--- src/rtl/blk_gap_throttle.sv ---
module blk_gap_throttle #(
  parameter int DW      = 16,
  parameter int BLK_LEN = 10,
  parameter int DEPTH   = 16,
  parameter int GW      = 16
) (
  input  logic          clk,
  input  logic          rst,
  input  logic          in_valid,
  input  logic [DW-1:0] in_re,
  input  logic [DW-1:0] in_im,
  input  logic          in_sync,
  output logic          in_ready,
  input  logic [GW-1:0] gap_len,
  output logic          out_valid,
  output logic [DW-1:0] out_re,
  output logic [DW-1:0] out_im,
  output logic          out_sync,
  output logic          overflow
);
  localparam int AW = (DEPTH > 1) ? $clog2(DEPTH) : 1;
  localparam int CW = $clog2(DEPTH + 1);
  localparam int WW = (BLK_LEN > 1) ? $clog2(BLK_LEN) : 1;
  localparam int EW = 2 * DW + 1;
  localparam logic [CW-1:0] FULL_CNT = CW'(DEPTH);
  localparam logic [CW-1:0] BLK_CNT  = CW'(BLK_LEN);
  localparam logic [WW-1:0] LAST_W   = WW'(BLK_LEN - 1);
  localparam logic [AW-1:0] TOP_A    = AW'(DEPTH - 1);

  logic [EW-1:0] mem [DEPTH];
  logic [AW-1:0] wp, rp;
  logic [CW-1:0] cnt;
  logic [WW-1:0] wc;
  logic [GW-1:0] gc;
  logic          sending;
  logic          ovf;

  wire full  = (cnt == FULL_CNT);
  wire quiet = (gc == '0);
  wire start = !sending && quiet && (cnt >= BLK_CNT);
  wire rd    = sending || start;
  wire wr    = in_valid && (!full || rd);
  wire last  = rd && (wc == LAST_W);

  wire [EW-1:0] head = mem[rp];

  always_ff @(posedge clk)
    if (wr) mem[wp] <= {in_sync, in_im, in_re};

  always_ff @(posedge clk) begin
    if (rst) begin
      wp      <= '0;
      rp      <= '0;
      cnt     <= '0;
      wc      <= '0;
      gc      <= '0;
      sending <= 1'b0;
      ovf     <= 1'b0;
    end else begin
      if (wr) wp <= (wp == TOP_A) ? '0 : wp + AW'(1);
      if (rd) rp <= (rp == TOP_A) ? '0 : rp + AW'(1);
      cnt <= cnt + CW'(wr) - CW'(rd);
      ovf <= ovf || (in_valid && !wr);
      if (rd) begin
        if (last) begin
          wc      <= '0;
          sending <= 1'b0;
          gc      <= gap_len;
        end else begin
          wc      <= wc + WW'(1);
          sending <= 1'b1;
        end
      end else if (!quiet) begin
        gc <= gc - GW'(1);
      end
    end
  end

  assign in_ready  = !full && quiet;
  assign out_valid = rd;
  assign out_re    = rd ? head[DW-1:0]      : '0;
  assign out_im    = rd ? head[2*DW-1:DW]   : '0;
  assign out_sync  = rd && head[EW-1];
  assign overflow  = ovf;
endmodule

--- config.mk ---
export PLATFORM = sky130hd
export DESIGN_NAME = blk_gap_throttle
export DESIGN_NICKNAME = d
export VERILOG_FILES = /design/src/rtl/blk_gap_throttle.sv
export SDC_FILE = /design/constraint.sdc
export NUM_CORES = 1
export LEC_CHECK = 0
export BUFFER_PORTS_ARGS = -buffer_cell sky130_fd_sc_hd__buf_2
export CAP_MARGIN = 40
export CORE_UTILIZATION = 58
export CTS_CLUSTER_DIAMETER = 100
export DETAILED_ROUTE_END_ITERATION = 6
export PLACE_DENSITY = 0.82
export SLEW_MARGIN = 20
export SYNTH_ARGS = -nofsm -noshare
export SYNTH_HDL_FRONTEND = slang
export SYNTH_SLANG_ARGS = --single-unit
--- constraint.sdc ---
create_clock -name clk -period 8 [get_ports clk]
set_input_delay 1.6 -clock clk [delete_from_list [all_inputs] [get_ports clk]]
set_output_delay 1.6 -clock clk [all_outputs]
set_load 0.005 [all_outputs]
==> results.toml <==
[power_and_ir_drop]
seqPwrFrac_pct = 50.4
clkPwrFrac_pct = 34.8
p_sw_share_pct = 25.5
irDropWorstVdd_v = 0.000199
p_int_mw = 5.12
pwr-share-comb_pct = 14.8
p_sw_mw = 1.76
power_density_nw_per_um2 = 273
p_leak_nw = 8.11

[layout]
n_fill_cell = 2375
seqCellArea_um2 = 16600
layout.nets = 1255
layout-drive-gt1-share_pct = 31.9
multi_input_area_um2 = 5500
area_delta_synth_final_pct = 12.7

[cts]
clockBufferDepth = 3
cts_tree = "built"
htreeDepth = 2
clkTransAtPathRegs_ps = 70
clockRootBuffer = "clkbuf_16"
clk_latency_ps = 620
cts_resized = 0
post_cts_buffers = 0
numClockSinks = 567
cts_buffers = 54
cts_hold_buf = 0

[floorplanning]
floorplan.initialDensity_pct = 59.2
die_h_um = 199
core_area_um2 = 37800
die_width_um = 199
top_level_ports = 88
dieArea_um2 = 39400
rows = 71

[logic_synthesis]
yosysSeqAreaShare_pct = 74.3
synth_cell_types = 52
synth_cells = 1068
syn_nets = 1139
async_flop_share_pct = 0
synth_enable_flop_cells = 528
synthFlopType = "edfxtp_1"
ys.warnings.count = 0
ys_ff_latch = 567
avgSynthCellArea_um2 = 21.0
synth_area_um2 = 22400

[placement]
portBuffers = 87
dpl.hpwl_um = 25600
place_ws_ps = 3430
gp_congestion = 0.819

[route]
routed_wl_um = 51200
viasPerCell = 6.55
wl_per_cell_um = 29.4
drtAntennaViolNets = 0
drc_errors = 0
via_count = 11400
drt_iter0_drc = 1227
dr.pass1.iters = 5

[sta]
hold_slack_ps = 474
period_share_pct = 62.1
period_needed_ps = 4970
hold_violations = 0
fin_ws_ps = 3030
finalSetupTns_ps = 0
worst_pin_slew_ps = 783
fin_skew_ps = 27.2
slew_headroom_pct = 47.7
drv_slew = 0
timing.fmax_mhz = 201
setup_viol = 0
grt_setup_unrepaired = "false"

[worst_setup_path]
critPathKind = "reg -> out"
path_cells = "buf_12, mux4_2, mux4_2, and3_1, buf_2"
worstPathRequired_ps = 6400
r2r_end = "cnt[4]"
r2r.worst_path.cells = 15
cp-start-kind = "flip-flop"
path_buf_inv = 2
crit_slowest_cell = "dfxtp_4"
cp-end-kind = "primary output"
rrSetupSlack_ps = 3930
reg2reg_from = "gc[4]"
max_stage_delay_ps = 710
cpMostUsedCell = "mux4_2"
crit_arrival_ps = 3370
critPathTopFamily = "multiplexers"
critical_path.max_fanout = 68

[grt]
grt_max_degree = 69
grt_pass1_wl_um = 75000
grt_pass1_vias = 11800
grt_overflow = 0
antenna_found_initial = 5
grt_util_all_layers_pct = 27.1

[worst_hold_path]
holdCritStartpoint = "overflow"
holdPathEnd = "overflow"
min_delay_path_depth = 2
hp-class = "reg -> reg"

[run]
drv_cap = 0

[outcome]
status = "complete, no violations"
per-layer routing:
metal	wire length, um	track usage [%]	vias to the layer above
met1	18900	35.7	5897
met3	4720	5.68	134
li1	-	-	4680
met2	25800	44.2	675
met4	1680	11.8	6
met5	47	0	-
layout by cell type, fill, tap and decap left out, types with 3 or more instances in the layout:
| master | instances |
|---|---|
| o21ai_1 | 3 |
| clkinv_2 | 11 |
| and3_1 | 35 |
| edfxtp_1 | 528 |
| dfxtp_1 | 35 |
| nand2b_1 | 3 |
| nor2_4 | 12 |
| or4_1 | 3 |
| nand3_1 | 10 |
| a21oi_1 | 19 |
| buf_16 | 3 |
| xnor2_1 | 3 |
| nand3b_1 | 3 |
| clkinvlp_4 | 3 |
| mux4_2 | 165 |
| clkinv_1 | 10 |
| nor4_1 | 6 |
| o21ai_0 | 12 |
| clkbuf_1 | 13 |
| buf_2 | 87 |
| nand2_1 | 30 |
| ha_1 | 18 |
| a41oi_1 | 3 |
| nor3_2 | 4 |
| a31oi_1 | 9 |
| nor3_1 | 12 |
| nor2_1 | 35 |
| buf_4 | 26 |
| clkbuf_16 | 54 |
| inv_1 | 19 |
| inv_6 | 3 |
| or3_1 | 3 |
synthesized netlist by cell type (3+ instances only):
cell type	instances	area, um^2
nor4_1	6	37.5
nand3b_1	3	22.5
o21ai_1	3	15.0
ha_1	18	225
buf_6	11	124
a31oi_1	9	56.3
nand3_1	11	55.1
or3_1	3	18.8
nand2b_1	3	18.8
o21ai_0	12	60.1
clkbuf_1	31	116
a41oi_1	3	26.3
xnor2_1	3	26.3
edfxtp_1	528	15900
buf_1	5	18.8
mux4_2	165	3720
buf_2	10	50.1
nor3_1	16	80.1
nor2_1	47	176
inv_1	19	71.3
dfxtp_1	39	781
or4_1	3	22.5
nand2_1	30	113
a21oi_1	19	95.1
and3_1	35	219
tightest hold or removal path: cells and delay by family (launching register included):
| kind | cells | cell delay, ps |
|---|---|---|
| and+or+nand+nor | 1 | 70 |
| DFF | 1 | 330 |
| AOI/OAI and AO/OA | 1 | 40 |
registers in the layout (all words and copies together) (netlist names), named ones only:
register  flops
wc            4
gc           16
sending       1
cnt           5
wp            4
mem         528
rp            4
overflow      1
cells by family after synthesis:
kind of cell	share of synthesized area [%]
AOI/OAI and AO/OA	2.06
xor gates and xnor gates	0.196
adders and majority gates	1.09
buffers and inverters	1.73
DFF	74.3
muxes	16.7
and+or+nand+nor	3.94
how the worst max path moves through the flow:
stage | cells past startpoint | endpoint | slack [ps] | start
final | 5 | out_im[4] | 3030 | flip-flop
after global routing | 5 | out_im[4] | 2850 | flip-flop
after CTS | 5 | out_re[8] | 2740 | flip-flop
after detailed placement | 5 | out_re[0] | 3430 | flip-flop
after global placement | 5 | out_re[1] | 3480 | flip-flop
after floorplan | 3 | mem[0][0] | 3280 | in_valid
metrics by stage:
stage                     area [um^2]  total power, mW  utilization [%]  std cells
final                           25200             6.88             66.7       1739
after global routing            25200             7.10             66.7       1739
after CTS                       25200             6.90             66.6       1736
after detailed placement        23600             4.52             62.3       1638
after global placement          23500             4.46             62.1       1635
after floorplan                 22400             4.23                -       1068
power groups by stage:
stage | combinational [mW] | clock (mW) | sequential [mW]
after global routing | 1.09 | 2.53 | 3.48
final | 1.02 | 2.40 | 3.47
after floorplan | 0.743 | 0 | 3.49
after CTS | 1.01 | 2.42 | 3.47
after global placement | 0.944 | 0 | 3.51
after detailed placement | 0.994 | 0 | 3.52
final cells by class:
class,instances,area share (%)
multi-input combinational,424,21.8
antenna,2,0.0198
clock buffer,67,5.55
tap,511,2.53
sequential,567,65.9
clock inverter,31,0.907
timing repair buffer,118,2.98
inverter,19,0.283
No activity file was read; power rests on OpenSTA's default activity.
